$ cat src/rtl/fstx_pkg.sv
package fstx_pkg;
   localparam int unsigned STAT_W   = 8;
   localparam int unsigned FSE_BIT  = 4;
   localparam int unsigned OVR_BIT  = 3;
   localparam int unsigned UDR_BIT  = 2;

   typedef struct packed {
      logic fse;
      logic ovr;
      logic udr;
   } err_ev_t;
endpackage

$ cat src/rtl/fstx_fifo.sv
module fstx_fifo #(
   parameter int unsigned DW    = 16,
   parameter int unsigned DEPTH = 16
) (
   input  logic                       clk,
   input  logic                       rst_n,
   input  logic                       push,
   input  logic [DW-1:0]              din,
   input  logic                       pop,
   output logic [DW-1:0]              dout,
   output logic [$clog2(DEPTH):0]     level,
   output logic                       full,
   output logic                       empty
);
   localparam int unsigned AW = $clog2(DEPTH);
   localparam int unsigned LW = AW + 1;

   if (DEPTH < 2 || (DEPTH & (DEPTH - 1)) != 0) begin : g_bad_depth
      $error("fstx_fifo: DEPTH must be a power of two of at least 2");
   end

   logic [DW-1:0] mem [DEPTH];
   logic [AW-1:0] wp, rp;
   logic [LW-1:0] cnt;
   logic          do_push, do_pop;

   assign full    = (cnt == LW'(DEPTH));
   assign empty   = (cnt == '0);
   assign do_push = push && !full;
   assign do_pop  = pop && !empty;
   assign dout    = mem[rp];
   assign level   = cnt;

   always_ff @(posedge clk) begin
      if (do_push) mem[wp] <= din;
   end

   always_ff @(posedge clk or negedge rst_n) begin
      if (!rst_n) begin
         wp  <= '0;
         rp  <= '0;
         cnt <= '0;
      end else begin
         if (do_push) wp <= wp + 1'b1;
         if (do_pop)  rp <= rp + 1'b1;
         cnt <= cnt + LW'(do_push) - LW'(do_pop);
      end
   end
endmodule

$ cat src/rtl/fstx_shifter.sv
module fstx_shifter #(
   parameter int unsigned DW        = 16,
   parameter bit          MSB_FIRST = 1'b1
) (
   input  logic          clk,
   input  logic          rst_n,
   input  logic          sync,
   input  logic          tx_en,
   input  logic          q_empty,
   input  logic [DW-1:0] q_head,
   output logic          q_pop,
   output logic          txd,
   output logic          early,
   output logic          starve
);
   localparam int unsigned CW = $clog2(DW + 1);

   if (DW < 2) begin : g_bad_width
      $error("fstx_shifter: DW must be at least 2");
   end

   logic [CW-1:0] bits_left;
   logic [DW-1:0] shreg, prev_word;
   logic          load, out_bit;

   assign early  = sync && (bits_left > CW'(1));
   assign load   = sync && tx_en;
   assign q_pop  = load && !q_empty;
   assign starve = load && q_empty;

   if (MSB_FIRST) begin : g_msb
      assign out_bit = shreg[DW-1];
   end else begin : g_lsb
      assign out_bit = shreg[0];
   end

   always_ff @(posedge clk or negedge rst_n) begin
      if (!rst_n) begin
         bits_left <= '0;
         shreg     <= '0;
         prev_word <= '0;
      end else begin
         if (sync)                bits_left <= CW'(DW);
         else if (bits_left != 0) bits_left <= bits_left - 1'b1;

         if (load) begin
            shreg <= q_empty ? prev_word : q_head;
            if (!q_empty) prev_word <= q_head;
         end else if (bits_left != 0) begin
            shreg <= MSB_FIRST ? {shreg[DW-2:0], 1'b0} : {1'b0, shreg[DW-1:1]};
         end
      end
   end

   assign txd = tx_en && (bits_left != 0) && out_bit;
endmodule

$ cat src/rtl/fstx_errflags.sv
module fstx_errflags
   import fstx_pkg::*;
(
   input  logic              clk,
   input  logic              rst_n,
   input  err_ev_t           ev,
   input  logic              clr_we,
   input  err_ev_t           clr_sel,
   input  logic [2:0]        ie,
   output logic [STAT_W-1:0] status,
   output logic              irq
);
   err_ev_t flags, clr;

   assign clr = clr_we ? clr_sel : '0;

   always_ff @(posedge clk or negedge rst_n) begin
      if (!rst_n) flags <= '0;
      else        flags <= ev | (flags & ~clr);
   end

   always_comb begin
      status          = '0;
      status[FSE_BIT] = flags.fse;
      status[OVR_BIT] = flags.ovr;
      status[UDR_BIT] = flags.udr;
   end

   assign irq = |({flags.fse, flags.ovr, flags.udr} & ie);
endmodule

$ cat src/rtl/fstx_top.sv
module fstx_top
   import fstx_pkg::*;
#(
   parameter int unsigned DW        = 16,
   parameter int unsigned DEPTH     = 16,
   parameter bit          MSB_FIRST = 1'b1
) (
   input  logic                   clk,
   input  logic                   rst_n,
   input  logic                   tx_en,
   input  logic                   rx_en,
   input  logic                   wr_valid,
   input  logic [DW-1:0]          wr_data,
   input  logic                   fsync,
   input  logic                   sta_we,
   input  logic [STAT_W-1:0]      sta_wdata,
   input  logic [2:0]             err_ie,
   output logic                   txd,
   output logic [STAT_W-1:0]      status,
   output logic                   err_irq,
   output logic [$clog2(DEPTH):0] fifo_level
);
   logic [DW-1:0] q_head;
   logic          q_pop, q_full, q_empty;
   logic          early_w, starve_w;
   err_ev_t       ev, clr_sel;
   logic          unused_wbits;

   assign unused_wbits = ^{sta_wdata[STAT_W-1:FSE_BIT+1], sta_wdata[UDR_BIT-1:0]};

   fstx_fifo #(.DW(DW), .DEPTH(DEPTH)) u_fifo (
      .clk(clk), .rst_n(rst_n), .push(wr_valid), .din(wr_data),
      .pop(q_pop), .dout(q_head), .level(fifo_level),
      .full(q_full), .empty(q_empty)
   );

   fstx_shifter #(.DW(DW), .MSB_FIRST(MSB_FIRST)) u_shift (
      .clk(clk), .rst_n(rst_n), .sync(fsync), .tx_en(tx_en),
      .q_empty(q_empty), .q_head(q_head), .q_pop(q_pop),
      .txd(txd), .early(early_w), .starve(starve_w)
   );

   assign ev.fse  = early_w && (tx_en || rx_en);
   assign ev.ovr  = wr_valid && q_full && tx_en;
   assign ev.udr  = starve_w;

   assign clr_sel.fse = sta_wdata[FSE_BIT];
   assign clr_sel.ovr = sta_wdata[OVR_BIT];
   assign clr_sel.udr = sta_wdata[UDR_BIT];

   fstx_errflags u_flags (
      .clk(clk), .rst_n(rst_n), .ev(ev), .clr_we(sta_we),
      .clr_sel(clr_sel), .ie(err_ie), .status(status), .irq(err_irq)
   );
endmodule

$ cat config.mk
export PLATFORM = sky130hd
export DESIGN_NAME = fstx_top
export DESIGN_NICKNAME = d
export VERILOG_FILES = /design/src/rtl/fstx_pkg.sv /design/src/rtl/fstx_fifo.sv /design/src/rtl/fstx_shifter.sv /design/src/rtl/fstx_errflags.sv /design/src/rtl/fstx_top.sv
export SDC_FILE = /design/constraint.sdc
export NUM_CORES = 1
export LEC_CHECK = 0
export ABC_AREA = 1
export BUFFER_PORTS_ARGS = -buffer_cell sky130_fd_sc_hd__buf_2
export CAP_MARGIN = 10
export CELL_PAD_IN_SITES_DETAIL_PLACEMENT = 1
export CELL_PAD_IN_SITES_GLOBAL_PLACEMENT = 1
export CORE_AREA = 2 2 188 190
export CTS_BUF_LIST = sky130_fd_sc_hd__clkbuf_8
export CTS_CLUSTER_DIAMETER = 120
export CTS_CLUSTER_SIZE = 14
export DETAILED_ROUTE_END_ITERATION = 16
export DIE_AREA = 0 0 190 192
export GPL_TIMING_DRIVEN = 1
export PLACE_DENSITY = 0.75
export SLEW_MARGIN = 10
export SYNTH_ARGS = -nofsm -noshare
export SYNTH_HDL_FRONTEND = slang
export SYNTH_SLANG_ARGS = --single-unit
$ cat constraint.sdc
create_clock -name clk -period 2.9 [get_ports clk]
set_input_delay 0.29 -clock clk [delete_from_list [all_inputs] [get_ports clk]]
set_output_delay 0.29 -clock clk [all_outputs]
set_load 0.01 [all_outputs]
Word level (Yosys, flattened, before mapping). Memories as Yosys holds them, arrays and structs flattened. Index checks and enable logic that the tools add are counted.

Memory bits (writable): 256. Memory bits (read-only): 0. Bits in registers: 53. Memories: 1. Latch bits: 0.

$mul: 0. Equal/unequal tests: 1. Mux-type cells: 8. Bitwise gates (word level): 4. Magnitude comparators: 1. Add/sub/neg operators: 5. Divide/modulo/power cells: 0. Reduce and logical (&&, ||, !) cells: 19. Shift operators: 0.

Memory list: u_fifo.mem (words 16, width 16, read ports 1, clocked after memory_dff 0, write ports 1, RTL line fstx_fifo.sv:22) `logic [DW-1:0] mem [DEPTH];`.

Operator list (number): $mux 16 (3); $logic_and 1x1->1 (11); $mux 5 (2); $add 4x1->4 const B (2); $and 3x3->3 (2); $add 5x1->5 (1); $eq 5x5->1 const B (1); $gt 5x1->1 const B (1); $logic_not 5->1 (1); $reduce_bool 5->1 (1); $sub 5x1->5 (1); $sub 5x1->5 const B (1); $reduce_bool 2->1 (2); $mux 3 (1); $not 3->3 (1); $or 3x3->3 (1); $reduce_or 3->1 (1); $logic_not 1->1 (2); $mux 1 (2); $logic_or 1x1->1 (1).

Logic depth before layout (Yosys ltp).
Depth in word-level cells: 5. Gate-level depth with buffers: 14. Depth with buffers taken out: 13.

By module. From an unflattened synthesis, not the netlist that was laid out.

Cells, all modules: 1386. Area total of the unflattened synthesis: 13616.8 um^2.

By module, submodules not included: fstx_fifo (cells each 1098, area each 11544.8 um^2, times used 1); fstx_shifter (cells each 257, area each 1869.3 um^2, times used 1); fstx_errflags (cells each 25, area each 177.7 um^2, times used 1); fstx_top (cells each 6, area each 25.0 um^2, times used 1).

Worst setup path before layout. No wires, ideal clock.

Path type: flip-flop to flip-flop. Start: register u_fifo.cnt[3], in the netlist u_fifo.level[3]. End: register u_fifo.cnt[4], in the netlist u_fifo.level[4]. Cell stages (with the launch flop): 15. Path slack: 230 ps. Path buffers: 1. Required time: 2821 ps. Data arrival time: 2591 ps. Clock period less this slack: 2670 ps. Cell sequence: dfrtp_1 -> inv_1 -> ha_1 -> nand4_1 -> nand2_2 -> inv_1 -> buf_2 -> ha_1 -> inv_1 -> ha_1 -> fa_1 -> a21oi_1 -> nor2_1 -> nor2_1 -> xor2_1.

Longest elaborated chain between the ends: 5. Elaborated cells on any way between the ends: 9. Those cells by class: add/sub (2); eq/ne (1); reduce/logical (6).

Ends and longest elaborated chain: start: declaration (RTL line fstx_fifo.sv:24) `logic [LW-1:0] cnt;`; start signal: assignment (RTL line fstx_fifo.sv:46) `cnt <= cnt + LW'(do_push) - LW'(do_pop);`; $logic_not 5->1 * (RTL line fstx_fifo.sv:28) `assign empty = (cnt == '0);`; $logic_not 1->1 * (RTL line fstx_fifo.sv:30, fstx_shifter.sv:28); $logic_and 1x1->1 (RTL line fstx_shifter.sv:28) `assign q_pop = load && !q_empty;`; $logic_and 1x1->1 * (RTL line fstx_fifo.sv:30) `assign do_pop = pop && !empty;`; net u_fifo.do_pop (RTL line fstx_fifo.sv:25) `logic do_push, do_pop;`; $sub 5x1->5 * (RTL line fstx_fifo.sv:46).

Mark *: on every way through the listed nets, which the timed path passes. The rest lies on a longest branch. A chain may end at the register's enable or synchronous reset.

Worst setup path after layout.
Start: register u_fifo.cnt[3], in the netlist u_fifo.level[3]. End: register u_fifo.cnt[4], in the netlist u_fifo.level[4].

Longest elaborated chain between the ends: 5. Elaborated cells on any way between the ends: 9. Those cells by class: add/sub (2); eq/ne (1); reduce/logical (6).

Ends and longest elaborated chain (RTL line): $eq 5x5->1 or $logic_not 5->1 (tied branches) (fstx_fifo.sv:27, fstx_fifo.sv:28); $logic_not 1->1 (on tied branches) (fstx_fifo.sv:29, fstx_fifo.sv:30, fstx_shifter.sv:28); $logic_and 1x1->1 (on tied branches) (fstx_fifo.sv:29, fstx_shifter.sv:28); $add 5x1->5 or $logic_and 1x1->1 (tied branches) (fstx_fifo.sv:46, fstx_fifo.sv:30); $sub 5x1->5 * (fstx_fifo.sv:46).

Mark *: on every way between the ends. The rest lies on a longest branch, timed or not.

==> flow_summary.yaml <==
grt:
  grt_first_pass_wirelength_mm: 55.75
  grt_pass1_vias: 10068
  antenna_found_initial: 2
  gr-total-overflow: 0
  grt_max_degree: 135
  grt_usage_pct: 19.84
pwr:
  power_switching_mw: 5.386
  ir_drop_mv: 0.5025
  clkPwrFrac_pct: 17.7
  combPwrFrac_pct: 38.1
  power.leakage_nw: 6.584
  p_sw_share_pct: 40.48
  p_int_mw: 7.919
  seqPwrFrac_pct: 44.2
  p_per_area_mw_per_mm2: 894.2
setup_path:
  r2r_start: "u_fifo.level[3]"
  start_kind: "flop"
  critPathKind: "flop to flop"
  critPathLaunch: "u_fifo.level[3]"
  required_ns: 3.41
  worst-path-max-fanout: 3
  end_kind: "flop"
  arrival_ns: 3.08
route:
  vias: 9276
  routed_wl_mm: 35.45
  via_per_inst: 4.984
  dr.pass1.iters: 10
  drt_iter0_drc: 673
  drtAntennaViolNets: 0
  drc: 0
  routedWlPerCell_um: 19.05
clocking:
  cts_tree: "built"
  htree_num_levels: 1
  numCtsBuffers: 26
  clk_pin_slew_ns: 0.10
  clkSinkCount: 309
  cts-root-buf: "clkbuf_8"
  cts_resized: 0
  clk_path_buf_depth: 3
  insertion_delay_ns: 0.58
  post_cts_buffers: 0
timing:
  max_freq_ghz: 0.3880
  maxSlewHeadroom_pct: 29.98
  hold_viol_final: 0
  tightest_slew_ns: 1.050
  hold_ws_ns: 0.05004
  final.setup.tns_ns: 0
  finalMaxSlewViolations: 0
  fin_crit_sh_pct: 88.88
  period_needed_ns: 2.578
  rsz0062_at_grt: "false"
  fin_skew_ns: 0.02248
  setup_viol: 0
outcome:
  outcome: "completed"
floorplan:
  die_h_um: 192
  dieArea_mm2: 0.03648
  fp-row-count: 68
  die_w_um: 190
  coreArea_mm2: 0.03429
  initial_utilization_pct: 39.53
  num_io_pins: 49
finish:
  nFillCells: 3856
  layout_common_cells: "nand2_1, edfxtp_1, inv_1, nand3_1, dfrtp_1"
  final_nets: 1435
  drive_above_1_share_pct: 9.033
  antennaDiodeCount: 0
  layout_commonest_cell: "nand2_1"
  syn_to_final_growth_pct: 9.776
synth:
  yosys_warnings: 0
  synth.distinct_cells: 31
  syn_avg_cell_area_um2: 10.16
  syn_area_mm2: 0.01355
  synth_seq_cells: 309
  yosysSeqAreaShare_pct: 66.50
  netlist_instances: 1334
placed_design:
  place.detailed.hpwl_mm: 21.77
  port_buffers: 38
  gp_congestion: 0.7753
min_path:
  hp-class: "input port to flop"
  min_from: "rx_en"
job:
  cap_violations: 0
repair_timing:
| action | CTS | global route |
|---|---|---|
| hold buffers | 9 | 0 |
| endpoints found under the setup margin | 0 | 0 |
| hold endpoints to repair | 49 | 0 |
path summary, 6_finish.rpt:
kind / end / slack [ns] / depth (start not counted)
min in group asynchronous: u_shift.prev_word[7] / 0.42 / 2
max in group asynchronous: u_fifo.level[3] / 1.71 / 3
worst max register to register: u_fifo.level[4] / 0.32 / 13
worst max-delay path: u_fifo.level[4] / 0.32 / 13
worst min register to register: u_shift.prev_word[2] / 0.49 / 2
worst min-delay path: u_flags.status[4] / 0.05 / 3
critical path: stages, from the launching register on:
cell     delay [ns]
dfrtp_1        0.41
inv_1          0.08
ha_1           0.16
nand4_1        0.24
nand2_2        0.14
inv_1          0.06
ha_1           0.26
inv_1          0.04
ha_1           0.20
fa_1           0.44
a21oi_1        0.17
nor2_1         0.05
nor2_1         0.10
xor2_1         0.15
power by group through the flow:
stage          Clock [mW]  Sequential [mW]  Combinational (mW)
6_report             2.36             5.88                5.07
5_1_grt              2.58             5.95                5.69
2_1_floorplan           0             5.86                3.43
3_3_place_gp            0             5.93                4.86
3_5_place_dp            0             5.98                5.07
4_1_cts              2.43             5.88                5.11
registers in the layout (all words and copies together) (netlist names):
| name | cells |
|---|---|
| u_fifo.level | 5 |
| u_fifo.mem | 256 |
| u_fifo.rp | 4 |
| u_fifo.wp | 4 |
| u_flags.status | 3 |
| u_shift.bits_left | 5 |
| u_shift.prev_word | 16 |
| u_shift.shreg | 16 |
cell type report:
class,count,area (µm²),share of cell area (%)
sequential,309,9019,60.61
multi-input combinational,759,3441,23.12
inverter,205,772.0,5.188
timing repair buffer,85,615.6,4.137
tap,455,569.3,3.826
clock buffer,27,371.6,2.497
clock inverter,21,91.34,0.6139
logic make-up (layout without fill, tap and decap cells):
kind of cell | after synthesis | after routing | synth area share (%)
other | 1 | 5 | 0.02767
xor gates and xnor gates | 10 | 10 | 0.6461
adders and majority gates | 15 | 15 | 1.440
AOI/OAI and AO/OA | 55 | 55 | 2.151
DFF | 309 | 309 | 66.50
and+or+nand+nor | 674 | 674 | 20.68
buffers and inverters | 270 | 338 | 8.557
cell usage after synthesis:
master      n  area (µm²)
buf_2      31       155.2
inv_1     202       758.2
o21ai_1     2       10.01
nor2_1     46       172.7
xor2_1     10       87.58
a21oi_1    36       180.2
nand3b_1    1       7.510
o21ai_0    11       55.05
nand3_1   188       940.9
nor3_1      4       20.02
fa_1        1       20.02
inv_2       1       3.750
inv_4       1       6.260
a211o_1     1       8.760
edfxtp_1  256        7687
buf_1       4       15.01
nand2_1   427        1603
nor2_4      1       11.26
nor4_1      2       12.51
buf_4      12       90.09
conb_1      1       3.750
clkinv_1    1       3.750
clkbuf_1   10       37.54
nand4_1     3       18.77
o211ai_1    4       30.03
dfrtp_1    53        1326
nor3_2      1       10.01
a211oi_1    1       7.510
buf_6       8       90.09
ha_1       14       175.2
nand2_2     1       6.260
per-stage QoR:
stage	setup slack, ns	std cells	utilization (%)	total power, mW	cell area (µm²)
3_5_place_dp	0.3213	1804	41.78	11.04	14330
4_1_cts	0.2991	1861	43.40	13.41	14880
5_1_grt	0.07977	1861	43.40	14.21	14880
6_report	0.3225	1861	43.40	13.30	14880
2_1_floorplan	0.2300	1338	-	9.294	13570
3_3_place_gp	0.3734	1804	41.78	10.79	14330
layer usage:
| metal | GRT usage [%] | part of all wire, % | vias to the layer above |
|---|---|---|---|
| met5 | 0 | 0.025 | - |
| met4 | 5.993 | 2.6 | 2 |
| met3 | 3.088 | 4.0 | 47 |
| met2 | 34.60 | 49 | 160 |
| met1 | 25.50 | 44 | 4683 |
| li1 | - | - | 4384 |
Note: power is estimated with default switching activity, not from simulation.
